[src/rtl/lp_cke_pkg.sv]
package lp_cke_pkg;

    localparam int CMD_W = 3;
    localparam int ACT_W = 4;

    localparam logic [CMD_W-1:0] CMD_NOP   = 3'd0;
    localparam logic [CMD_W-1:0] CMD_DESEL = 3'd1;
    localparam logic [CMD_W-1:0] CMD_AREF  = 3'd2;
    localparam logic [CMD_W-1:0] CMD_BTERM = 3'd4;

    typedef enum logic [2:0] {
        ST_NORMAL = 3'd0,
        ST_ACT_PD = 3'd1,
        ST_PRE_PD = 3'd2,
        ST_SELF   = 3'd3,
        ST_DEEP   = 3'd4
    } pstate_e;

    localparam logic [ACT_W-1:0] ACT_NONE       = 4'd0;
    localparam logic [ACT_W-1:0] ACT_ENTER_BASE = 4'd0;
    localparam logic [ACT_W-1:0] ACT_HOLD_BASE  = 4'd4;
    localparam logic [ACT_W-1:0] ACT_EXIT_BASE  = 4'd8;

    typedef struct packed {
        pstate_e          st;
        logic             cke;
        logic [ACT_W-1:0] act;
        logic             ill;
        logic             reinit;
    } trk_t;

endpackage

[src/rtl/lp_cmd_class.sv]
module lp_cmd_class
    import lp_cke_pkg::*;
(
    input  logic [CMD_W-1:0] cmd,
    output logic             is_idle,
    output logic             is_aref,
    output logic             is_bterm
);
    always_comb begin
        is_idle  = (cmd == CMD_NOP) || (cmd == CMD_DESEL);
        is_aref  = (cmd == CMD_AREF);
        is_bterm = (cmd == CMD_BTERM);
    end
endmodule

[src/rtl/lp_exit_timer.sv]
module lp_exit_timer #(
    parameter int CNT_W = 3
) (
    input  logic             clk,
    input  logic             rst_n,
    input  logic             load,
    input  logic [CNT_W-1:0] load_val,
    output logic             busy
);
    logic [CNT_W-1:0] count_d, count_q;

    always_comb begin
        count_d = count_q;
        if (load)
            count_d = load_val;
        else if (count_q != '0)
            count_d = count_q - CNT_W'(1);
    end

    always_ff @(posedge clk or negedge rst_n) begin
        if (!rst_n) count_q <= '0;
        else        count_q <= count_d;
    end

    assign busy = (count_q != '0);


    window_countdown_chk: assert property (@(posedge clk) disable iff (!rst_n)
        (busy && !load) |=> (count_q == $past(count_q) - CNT_W'(1)));

endmodule

[src/rtl/lp_cke_tracker.sv]
module lp_cke_tracker
    import lp_cke_pkg::*;
#(
    parameter int T_XP  = 2,
    parameter int T_XSR = 4
) (
    input  logic             clk,
    input  logic             rst_n,
    input  logic             cke,
    input  logic [CMD_W-1:0] cmd,
    input  logic             bank_open,
    input  logic             init_done,
    output logic [2:0]       pstate,
    output logic [ACT_W-1:0] action,
    output logic             illegal,
    output logic             reinit_req
);
    localparam int XSR_EFF = (T_XSR < 2) ? 2 : T_XSR;
    localparam int WIN_MAX = (XSR_EFF > T_XP) ? XSR_EFF : T_XP;
    localparam int CNT_W   = $clog2(WIN_MAX + 1);

    trk_t             trk_d, trk_q;
    logic             idle_cmd, aref_cmd, bterm_cmd;
    logic             win_busy, win_load;
    logic [CNT_W-1:0] win_val;

    lp_cmd_class u_class (
        .cmd      (cmd),
        .is_idle  (idle_cmd),
        .is_aref  (aref_cmd),
        .is_bterm (bterm_cmd)
    );

    lp_exit_timer #(.CNT_W(CNT_W)) u_timer (
        .clk      (clk),
        .rst_n    (rst_n),
        .load     (win_load),
        .load_val (win_val),
        .busy     (win_busy)
    );

    always_comb begin
        trk_d        = trk_q;
        trk_d.cke    = cke;
        trk_d.act    = ACT_NONE;
        trk_d.ill    = 1'b0;
        win_load     = 1'b0;
        win_val      = CNT_W'(T_XP);

        if (trk_q.st == ST_NORMAL) begin
            if (!trk_q.cke) begin
                trk_d.ill = 1'b1;
            end else if (win_busy) begin
                trk_d.ill = !cke || !idle_cmd;
            end else if (trk_q.reinit && !idle_cmd) begin
                trk_d.ill = 1'b1;
            end else if (!cke) begin
                if (idle_cmd) begin
                    trk_d.st  = bank_open ? ST_ACT_PD : ST_PRE_PD;
                end else if (aref_cmd && !bank_open) begin
                    trk_d.st  = ST_SELF;
                end else if (bterm_cmd && !bank_open) begin
                    trk_d.st  = ST_DEEP;
                end else begin
                    trk_d.ill = 1'b1;
                end
                if (!trk_d.ill)
                    trk_d.act = ACT_ENTER_BASE + ACT_W'(trk_d.st);
            end
        end else begin
            if (!cke) begin
                trk_d.act = ACT_HOLD_BASE + ACT_W'(trk_q.st);
            end else if (idle_cmd) begin
                trk_d.st  = ST_NORMAL;
                trk_d.act = ACT_EXIT_BASE + ACT_W'(trk_q.st);
                win_load  = 1'b1;
                win_val   = (trk_q.st == ST_SELF) ? CNT_W'(XSR_EFF) : CNT_W'(T_XP);
            end else begin
                trk_d.ill = 1'b1;
            end
        end

        if (trk_q.st == ST_DEEP && cke && idle_cmd)
            trk_d.reinit = 1'b1;
        else if (init_done)
            trk_d.reinit = 1'b0;
    end

    always_ff @(posedge clk or negedge rst_n) begin
        if (!rst_n) begin
            trk_q.st     <= ST_NORMAL;
            trk_q.cke    <= 1'b1;
            trk_q.act    <= ACT_NONE;
            trk_q.ill    <= 1'b0;
            trk_q.reinit <= 1'b0;
        end else begin
            trk_q <= trk_d;
        end
    end

    assign pstate     = trk_q.st;
    assign action     = trk_q.act;
    assign illegal    = trk_q.ill;
    assign reinit_req = trk_q.reinit;


    hold_keeps_state_chk: assert property (@(posedge clk) disable iff (!rst_n)
        (trk_q.st != ST_NORMAL && !cke) |=> (trk_q.st == $past(trk_q.st) && !trk_q.ill));


    exit_to_normal_chk: assert property (@(posedge clk) disable iff (!rst_n)
        (trk_q.st != ST_NORMAL && cke && idle_cmd) |=> (trk_q.st == ST_NORMAL));


    entry_needs_cke_low_chk: assert property (@(posedge clk) disable iff (!rst_n)
        (trk_q.st == ST_NORMAL && cke) |=> (trk_q.st == ST_NORMAL));


    window_guard_chk: assert property (@(posedge clk) disable iff (!rst_n)
        (trk_q.st == ST_NORMAL && win_busy && !idle_cmd) |=> trk_q.ill);


    reinit_sticky_chk: assert property (@(posedge clk) disable iff (!rst_n)
        (trk_q.reinit && !init_done) |=> trk_q.reinit);


    reinit_gate_chk: assert property (@(posedge clk) disable iff (!rst_n)
        (trk_q.reinit && trk_q.st == ST_NORMAL && !idle_cmd) |=> (trk_q.ill && trk_q.st == ST_NORMAL));

endmodule

[config.mk]
export PLATFORM = sky130hd
export DESIGN_NAME = lp_cke_tracker
export DESIGN_NICKNAME = d
export VERILOG_FILES = /design/src/rtl/lp_cke_pkg.sv /design/src/rtl/lp_cmd_class.sv /design/src/rtl/lp_exit_timer.sv /design/src/rtl/lp_cke_tracker.sv
export SDC_FILE = /design/constraint.sdc
export NUM_CORES = 1
export LEC_CHECK = 0
export BUFFER_PORTS_ARGS = -buffer_cell sky130_fd_sc_hd__clkbuf_2
export CAP_MARGIN = 20
export CORE_MARGIN = 2
export CORE_UTILIZATION = 30
export CTS_BUF_LIST = sky130_fd_sc_hd__clkbuf_8
export CTS_CLUSTER_SIZE = 28
export DETAILED_ROUTE_END_ITERATION = 8
export GPL_TIMING_DRIVEN = 0
export PLACE_DENSITY = 0.6
export SETUP_SLACK_MARGIN = 0.02
export SYNTH_ARGS = -nofsm -noshare
export SYNTH_HDL_FRONTEND = slang
export SYNTH_SLANG_ARGS = --single-unit
export TNS_END_PERCENT = 50
[constraint.sdc]
create_clock -name clk -period 1.8 [get_ports clk]
set_clock_uncertainty 0.2 [all_clocks]
set_input_delay 0.36 -clock clk [delete_from_list [all_inputs] [get_ports clk]]
set_output_delay 0.36 -clock clk [all_outputs]
set_load 0.02 [all_outputs]
# Word level (Yosys, flattened, before mapping)
# Cells that the tools add are included.
[word_totals]
reg_bits = 13
output_inout_bits = 9
inputBits = 8
word_cells = 79
[op_classes]
muxes = 43
n_eq_ne = 9
n_reduce_logical = 18
add_sub_neg = 3
[op_table]
columns = ["operator", "n"]
rows = [
  ["2-to-1 mux 3 bit", 17],
  ["2-to-1 mux 4 bit", 5],
  ["2-to-1 mux 1 bit", 18],
  ["2-to-1 mux 5 bit", 2],
  ["!= test 2 bit, second input constant", 4],
  ["nonzero test 2 bit", 4],
  ["== test 3 x 2 -> 1 bit, second input constant", 2],
  ["== test 3 bit, second input constant", 2],
  ["logical NOT 3 bit", 2],
  ["AND reduction 6 bit", 1],
  ["logical AND 1 bit", 5],
  ["adder 3 x 3 -> 4 bit, first input constant", 1],
  ["adder 4 x 3 -> 4 bit, first input constant", 1],
  ["== test 3 x 1 -> 1 bit, second input constant", 1],
  ["logical NOT 1 bit", 3],
  ["nonzero test 3 bit", 1],
  ["subtractor 3 x 1 -> 3 bit, second input constant", 1],
  ["logical OR 1 bit", 2],
  ["2-to-1 mux 2 bit", 1],
]

# Depth between registers and ports, before layout
# Gate-level depths: netlist (run 1).
[depth]
depth_word = 16
depth_mapped = 6
ltp_nobuf = 6

# Cells and area by module
# From an unflattened synthesis (run 1), not the netlist that was laid out.
[unflattened]
hier_cells = 94
area_unflattened_um2 = 828.3
[modules_own_cells]
columns = ["module", "instances", "area_per_inst_um2", "cells_per_inst"]
rows = [
  ["lp_cke_tracker", 1, 613.1, 71],
  ["lp_exit_timer", 1, 196.4, 20],
  ["lp_cmd_class", 1, 18.8, 3],
]

# Least setup slack after synthesis (run 1)
# No wires, ideal clock.
[synth_timing]
path_kind = "flip-flop to flip-flop"
startpoint = "register u_timer.count_q[0]"
endpoint = "register u_timer.count_q[1]"
period_less_slack_ns = 1.570
t_arrival_ns = 1.305
setup_ns = 0.064
stages_incl_launch_ff = 7
path_buffers = 0
slack_ns = 0.230
cell_sequence = "dfrtp_1 > inv_1 > ha_1 > and2b_1 > mux2_2 > o21ai_0 > o21a_1"
[synth_between]
elab_chain_cells = 3
[synth_rtl]
columns = ["element", "line", "source"]
rows = [
  ["from (decl)", "lp_exit_timer.sv:10", "logic [CNT_W-1:0] count_d, count_q;"],
  ["from (signal assigned)", "lp_exit_timer.sv:22", "else count_q <= count_d;"],
  ["subtractor 3 x 1 -> 3 bit", "lp_exit_timer.sv:17", "count_d = count_q - CNT_W'(1);"],
  ["2-to-1 mux 3 bit", "lp_exit_timer.sv:16", "else if (count_q != '0)"],
  ["2-to-1 mux 3 bit", "lp_exit_timer.sv:14", "if (load)"],
]
# Several ways; a longest one is shown, not always the timed one. The select of a mux whose other input is x is not followed.
# A chain may end at the register's enable or synchronous reset.

# Worst setup path after layout (run 1)
# Ends and elaborated chain as after synthesis.

==> results.txt, run 1 <==
Layout cell share with drive strength beyond 1 = 33.3%
Busiest grt layer = met2
Count of TritonRoute iterations in the first routing pass = 4
Diodes inserted = 0
CTS root buf = clkbuf_8
Number of top-level design ports = 17
Sequential area share after synthesis = 45.4%
Die Area = 2810 um2
Startpoint types = flip-flop
Buffers inserted by post-CTS timing repair = 0
Finished Core Util = 39.9%
Area of combinational cells with multiple inputs = 319 um2
Count of filler cells inserted in the layout = 235
Final worst-path setup slack = 0.136 ns
Lkg Pwr = 0.000453 uW
Tightest slew margin relative to the limit = 73.9%
Weighted congestion reported at the end of routability-driven placement = 0.766
Number of unique standard cell types used by synthesis = 30
Peak clock frequency supported by timing = 601 MHz
M2 GR Usage = 15.8%
Storage element area = 327 um2
Minimum clock period = 1.66 ns
Final Setup Violations = 0
Count of pins over their slew limit = 0
Synthesized netlist cell count = 75
Switching power summed over all nets = 341 uW
DR WL/cell = 10.6 um
PD cells = 1180 nW/um2
Nets@finish = 107
Final clock period utilization by the worst path = 92.5%
Worst Path Max Fanout = 5
Clock tree from TritonCTS = done
Library cell with the highest instance count after synthesis = nand2_1
Worst IR Drop VDD = 0.000508 V
Top-area cell type share of the netlist area = 41.7%
Run status = completed
Top FF cell, synth = dfrtp_1
Worst EP arrival = 1.65 ns
Number of antenna violations at the first check in global routing = 0
Number of H-tree levels = 1
Clock Tree Buf Depth = 2
Routed via count divided by cell count = 4.52
Critical path buffer and inverter count = 1
Area Overhead vs Synth = 23.8%
Netlist Area Pre-Place = 719 um2
Largest stage delay, worst path = 0.35 ns
Final Routed Wirelength = 1320 um
Largest area contributor in the netlist = dfrtp_1
Critical path's top delay family = flip-flops
Post-detailed-placement half-perimeter wirelength = 1020 um
Clock latency reported for the late side of the worst-skew pair = 0.24 ns
Core area = 2230 um2
Starting density of the core = 32.2%
Starting DRC count in detailed routing = 11
Number of global-route vias before repair = 490
Met3 demand-to-capacity share in global routing = 1.69%
Final number of hold-violating endpoints = 0
Synthesized area divided by synthesized cell count = 9.59 um2
Cell-internal power = 707 uW
Slew at the pin closest to its max-slew limit = 0.388 ns
EDFF count, synth = 0
Async S/R FF share, synth = 100%
Overall overflow remaining after global route = 0
Switching fraction of total power = 32.5%
Clock share of power = 24.2%
Count of buffers inserted at the top-level ports = 16
Post-synth net total = 85
Sequential group share of total power = 37.8%
Total number of yosys warnings = 0
Combinational share of power = 38.0%
Total track usage = 11.4%
Clk sink count = 13
Residual antenna-violating net count after detailed routing = 0
Sum of negative setup slack = 0 ns
Max_cap viols = 0
First-pass GRT wire length = 2260 um
Num CTS Buffers = 3
Cells along the critical path = inv_1, ha_1, and2b_2, mux2_2, o21ai_0, o21a_1
Critical path class = flip-flop to flip-flop
Type of the most critical hold path = primary input to flip-flop
Maximum number of pins on one net before global-route repair = 14
Site row count = 17
Required time at the endpoint of the critical path = 1.79 ns
Slowest-stage cell, CP = dfrtp_1
Met1 routing resource usage after global routing = 15.5%
Commonest cells in the netlist = nand2_1, dfrtp_1, buf_4
Worst-path clk slew = 0.05 ns
Most area-consuming cells after synthesis = dfrtp_1, buf_4, nand2_1, dfstp_2, ha_1
Unrepaired setup endpoints after global routing = no
Remaining design rule violation count = 0
Total via count in the routed design = 561
Total of flip-flops plus latches after synthesis = 13
Die Y-Extent = 53.0 um
Horizontal extent of the die = 53.0 um
Endpoint type of the worst setup path = flip-flop
Final Hold Slack = 0.0795 ns
Minimum setup slack after placement = 0.101 ns
path summary, 6_finish.rpt:
| kind | cells past startpoint | from | to | slack (ns) |
|---|---|---|---|---|
| min in group asynchronous | 2 | rst_n | reinit_req | 0.34 |
| min reg2reg | 2 | reinit_req | reinit_req | 0.37 |
| max reg2reg | 6 | u_timer.count_q[0] | u_timer.count_q[1] | 0.14 |
| min | 2 | init_done | reinit_req | 0.08 |
| max | 6 | u_timer.count_q[0] | u_timer.count_q[1] | 0.14 |
| max in group asynchronous | 2 | rst_n | trk_q[6] | 0.77 |
per-stage QoR:
step | power, uW | cells | instance area [um2]
after floorplan | 704 | 75 | 719
after global placement | 790 | 119 | 835
after detailed placement | 800 | 119 | 835
after CTS | 1060 | 124 | 890
after global routing | 1130 | 124 | 891
final | 1050 | 124 | 891
power by group through the flow:
stage	Sequential, uW	Combinational [uW]	Clock, uW
after floorplan	406	298	0
after global placement	400	390	0
after detailed placement	402	398	0
after CTS	397	403	259
after global routing	404	456	273
final	396	398	253
cell type report:
class,count,area share (%)
inverters,3,1.26
repair buffers,17,10.1
clock buffers,3,4.63
flip-flops and latches,13,36.7
clock inverters,1,0.421
well taps,28,3.93
plain buffers,8,7.16
multi-input cells,51,35.8
worst reg2reg max path, stage by stage, from the launching register on:
cell,delay (ns)
dfrtp_1,0.35
inv_1,0.11
ha_1,0.18
and2b_2,0.21
mux2_2,0.34
o21ai_0,0.07
o21a_1,0.14
layout by cell type (no fill, tap or decap), drive strengths merged, types with 2 or more instances in the layout:
cell	instances
mux2	2
inv	4
dfrtp	12
nand3	2
a21oi	3
and3	2
nand4	2
nor2	4
buf	8
o21ai	5
clkbuf	19
ha	2
nand2	13
o211ai	2
state kept, by name, summed over array words and instances, names as in the netlist:
| register | flops |
|---|---|
| action | 4 |
| pstate | 3 |
| u_timer.count_q | 3 |
| illegal | 1 |
| reinit_req | 1 |
| trk_q | 1 |
kinds of logic after synthesis:
logic type	Yosys count	share of synthesized area [%]
AND/OR/NAND/NOR	31	22.8
adder cells (fa/ha/maj)	2	3.48
AO/OA/AOI/OAI	14	12.2
buffers and inverters	11	10.4
multiplexers	3	4.52
XOR/XNOR	1	1.22
flip-flops	13	45.4
per-layer routing:
layer,vias up,part of all wire [%],wire (um)
met1,246,49,650
li1,292,-,-
met5,-,0,0
met3,5,5.9,78
met2,18,41,539
met4,0,3.9,51
repair_timing:
action	CTS	global route
endpoints found under the hold margin	12	0
hold buffers	1	0
setup endpoints to repair	0	2
gates resized for setup	0	1
Power figures use the tool's default switching activity.
==> run 2, diff against run 1 <==
--- a/config.mk
+++ b/config.mk
@@ -5,6 +5,7 @@
 export SDC_FILE = /design/constraint.sdc
 export NUM_CORES = 1
 export LEC_CHECK = 0
+export ABC_AREA = 1
 export BUFFER_PORTS_ARGS = -buffer_cell sky130_fd_sc_hd__clkbuf_2
 export CAP_MARGIN = 20
 export CORE_MARGIN = 2
@@ -13,7 +14,7 @@
 export CTS_CLUSTER_SIZE = 28
 export DETAILED_ROUTE_END_ITERATION = 8
 export GPL_TIMING_DRIVEN = 0
-export PLACE_DENSITY = 0.6
+export PLACE_DENSITY = 0.61
 export SETUP_SLACK_MARGIN = 0.02
 export SYNTH_ARGS = -nofsm -noshare
 export SYNTH_HDL_FRONTEND = slang
==> constraint.sdc (replaced) <==
create_clock -name clk -period 1.48 [get_ports clk]
set_clock_uncertainty 0.2 [all_clocks]
set_input_delay 0.296 -clock clk [delete_from_list [all_inputs] [get_ports clk]]
set_output_delay 0.296 -clock clk [all_outputs]
set_load 0.02 [all_outputs]
==> run 2 against run 1 <==
Compared with the run above: the run now ends with setup timing left; synthesized cell count grew 41%; register-to-register slack lost 0.16 ns; non-clock buffer count grew 7; first-iteration DRC count grew to 2.9 times the previous value; worst setup slack lost 0.16 ns; global-route usage grew 1.0 points; largest cell class is now multi-input gates.
==> results.txt, run 2 <==
Core area = 2710 um2
Horizontal extent of the die = 56.9 um
Tightest slew margin relative to the limit = 78.8%
Layout cell share with drive strength beyond 1 = 44.4%
Number of global-route vias before repair = 782
Number of H-tree levels = 1
Required time at the endpoint of the critical path = 1.41 ns
Synthesized netlist cell count = 106
Clock share of power = 14.1%
Lkg Pwr = 0.000572 uW
Commonest non-fill, non-tap cells in the layout = nand2_1, clkbuf_2, buf_4
Leading cell type in the layout, fill and taps excluded = nand2_1
Sequential group share of total power = 25.7%
Worst EP arrival = 1.43 ns
Count of buffers inserted at the top-level ports = 16
Slowest-stage cell, CP = dfrtp_1
Diodes inserted = 0
First-pass GRT wire length = 3170 um
Minimum setup slack after placement = -0.0821 ns
Max_cap viols = 0
Num CTS Buffers = 3
Final Total Pwr = 2310 uW
Switching power summed over all nets = 1010 uW
DR WL/cell = 11.5 um
Netlist Area Pre-Place = 840 um2
Routed via count divided by cell count = 4.81
Final Routed Wirelength = 1920 um
Peak clock frequency supported by timing = 664 MHz
Total of flip-flops plus latches after synthesis = 13
Combinational share of power = 60.2%
Clock latency reported for the late side of the worst-skew pair = 0.25 ns
Top-area cell type share of the netlist area = 35.8%
Largest stage delay, worst path = 0.37 ns
Critical path's top delay family = flip-flops
Count of TritonRoute iterations in the first routing pass = 6
Switching fraction of total power = 44.0%
Area Overhead vs Synth = 33.2%
Total track usage = 12.4%
Nets@finish = 146
Post-synth net total = 116
Number of antenna violations at the first check in global routing = 0
Critical path class = flip-flop to flip-flop
Total number of yosys warnings = 0
Final Setup Violations = 1
EDFF count, synth = 0
Cell-internal power = 1290 uW
Synthesized area divided by synthesized cell count = 7.92 um2
Run status = finished, violations left
Async S/R FF share, synth = 100%
Starting DRC count in detailed routing = 32
Top FF cell, synth = dfrtp_1
Finished Core Util = 41.3%
Critical path buffer and inverter count = 4
Final worst-path setup slack = -0.0255 ns
Final clock period utilization by the worst path = 102%
Sum of negative setup slack = -0.0255 ns
Minimum clock period = 1.51 ns
Die Area = 3240 um2
CTS root buf = clkbuf_8
Cells along the critical path = inv_2, ha_4, inv_4, nor2_4, buf_4, buf_6, nand2_4, a21boi_2
Final number of hold-violating endpoints = 0
Site row count = 19
Endpoint type of the worst setup path = flip-flop
Starting density of the core = 31.0%
Remaining design rule violation count = 0
Unrepaired setup endpoints after global routing = yes
Total via count in the routed design = 799
Largest area contributor in the netlist = dfrtp_1
Overall overflow remaining after global route = 0
Worst IR Drop VDD = 0.000895 V
Clock tree from TritonCTS = done
Clock Tree Buf Depth = 2
Failing checks = setup timing
Most area-consuming cells after synthesis = dfrtp_1, nand2_1, buf_4, nor2_1, inv_1
Post-detailed-placement half-perimeter wirelength = 1290 um
Die Y-Extent = 56.9 um
Weighted congestion reported at the end of routability-driven placement = 0.833
Commonest cells in the netlist = nand2_1, dfrtp_1, nor2_1
Number of unique standard cell types used by synthesis = 25
Residual antenna-violating net count after detailed routing = 0
Library cell with the highest instance count after synthesis = nand2_1
Startpoint types = flip-flop
Slew at the pin closest to its max-slew limit = 0.318 ns
Number of flip-flops in the largest register = 4
Clk sink count = 13
PD cells = 2060 nW/um2
Worst-path clk slew = 0.06 ns
Count of pins over their slew limit = 0
Sequential area share after synthesis = 38.9%
Maximum number of pins on one net before global-route repair = 14
Type of the most critical hold path = primary input to flip-flop
Worst Path Max Fanout = 4
Number of top-level design ports = 17
==> run 2: cell count changes in the layout (fill, tap and decap cells not counted), moves of 5 or more <==
cell     delta
inv_2       +5
buf_4       +7
nand2_1     +6
nand3_1     +5
nor2_1      +8
==> run 2: power by group through the flow <==
stage                     Combinational (uW)  Sequential [uW]  Clock [uW]
after floorplan                          870              586           0
after global placement                  1070              588           0
after detailed placement                1090              592           0
after CTS                               1260              595         327
after global routing                    1520              605         340
final                                   1390              593         326
==> run 2: path summary, 6_finish.rpt <==
check / startpoint / end / slack, ns / depth (start not counted)
setup / recovery: u_timer.count_q[0] / u_timer.count_q[2] / -0.03 / 8
hold / removal: cke / trk_q[6] / 0.02 / 1
setup reg to reg: u_timer.count_q[0] / u_timer.count_q[2] / -0.03 / 8
hold reg to reg: pstate[2] / pstate[2] / 0.36 / 2
max in group asynchronous: rst_n / trk_q[6] / 0.52 / 2
min in group asynchronous: rst_n / action[3] / 0.27 / 2
==> run 2: kinds of logic after synthesis <==
group                      share of synthesized area [%]
and+or+nand+nor                                     32.0
buffers and inverters                               14.2
AOI/OAI and AO/OA                                   9.84
adders and majority gates                           2.98
xor gates and xnor gates                            2.09
DFF                                                 38.9
==> run 2: layout make-up <==
type                    count  area, um2
clock inverters             1       5.00
repair buffers             25        154
multi-input cells          70        429
fillers                   268       1590
inverters                  16       68.8
well taps                  31       38.8
flip-flops and latches     13        329
plain buffers               7       52.6
clock buffers               3       41.3
==> run 2: what timing repair did <==
item / 4_1_cts / 5_1_grt
cloned: 0 / 0
pin swaps: 3 / 2
hold buffers: 1 / 0
hold endpoints to repair: 12 / 0
resized for setup: 8 / 6
endpoints found under the setup margin: 12 / 12
setup buffers: 5 / 3
==> run 2: per-stage QoR <==
stage / hold WS [ns] / area [um2] / cells
floorplan: -0.200 / 840 / 106
global placement: 0.00106 / 958 / 153
detailed placement: 0.0110 / 958 / 153
CTS: 0.0196 / 1080 / 163
global route: 0.0389 / 1120 / 166
finish: 0.0223 / 1120 / 166
==> run 2: routing by layer <==
layer	wire, um	track usage, %	up-vias	part of all wire, %
met5	0	0	-	0
met4	47	7.97	0	2.5
met3	113	1.61	8	5.9
met2	970	21.7	34	51
met1	783	14.1	365	41
li1	-	-	392	-
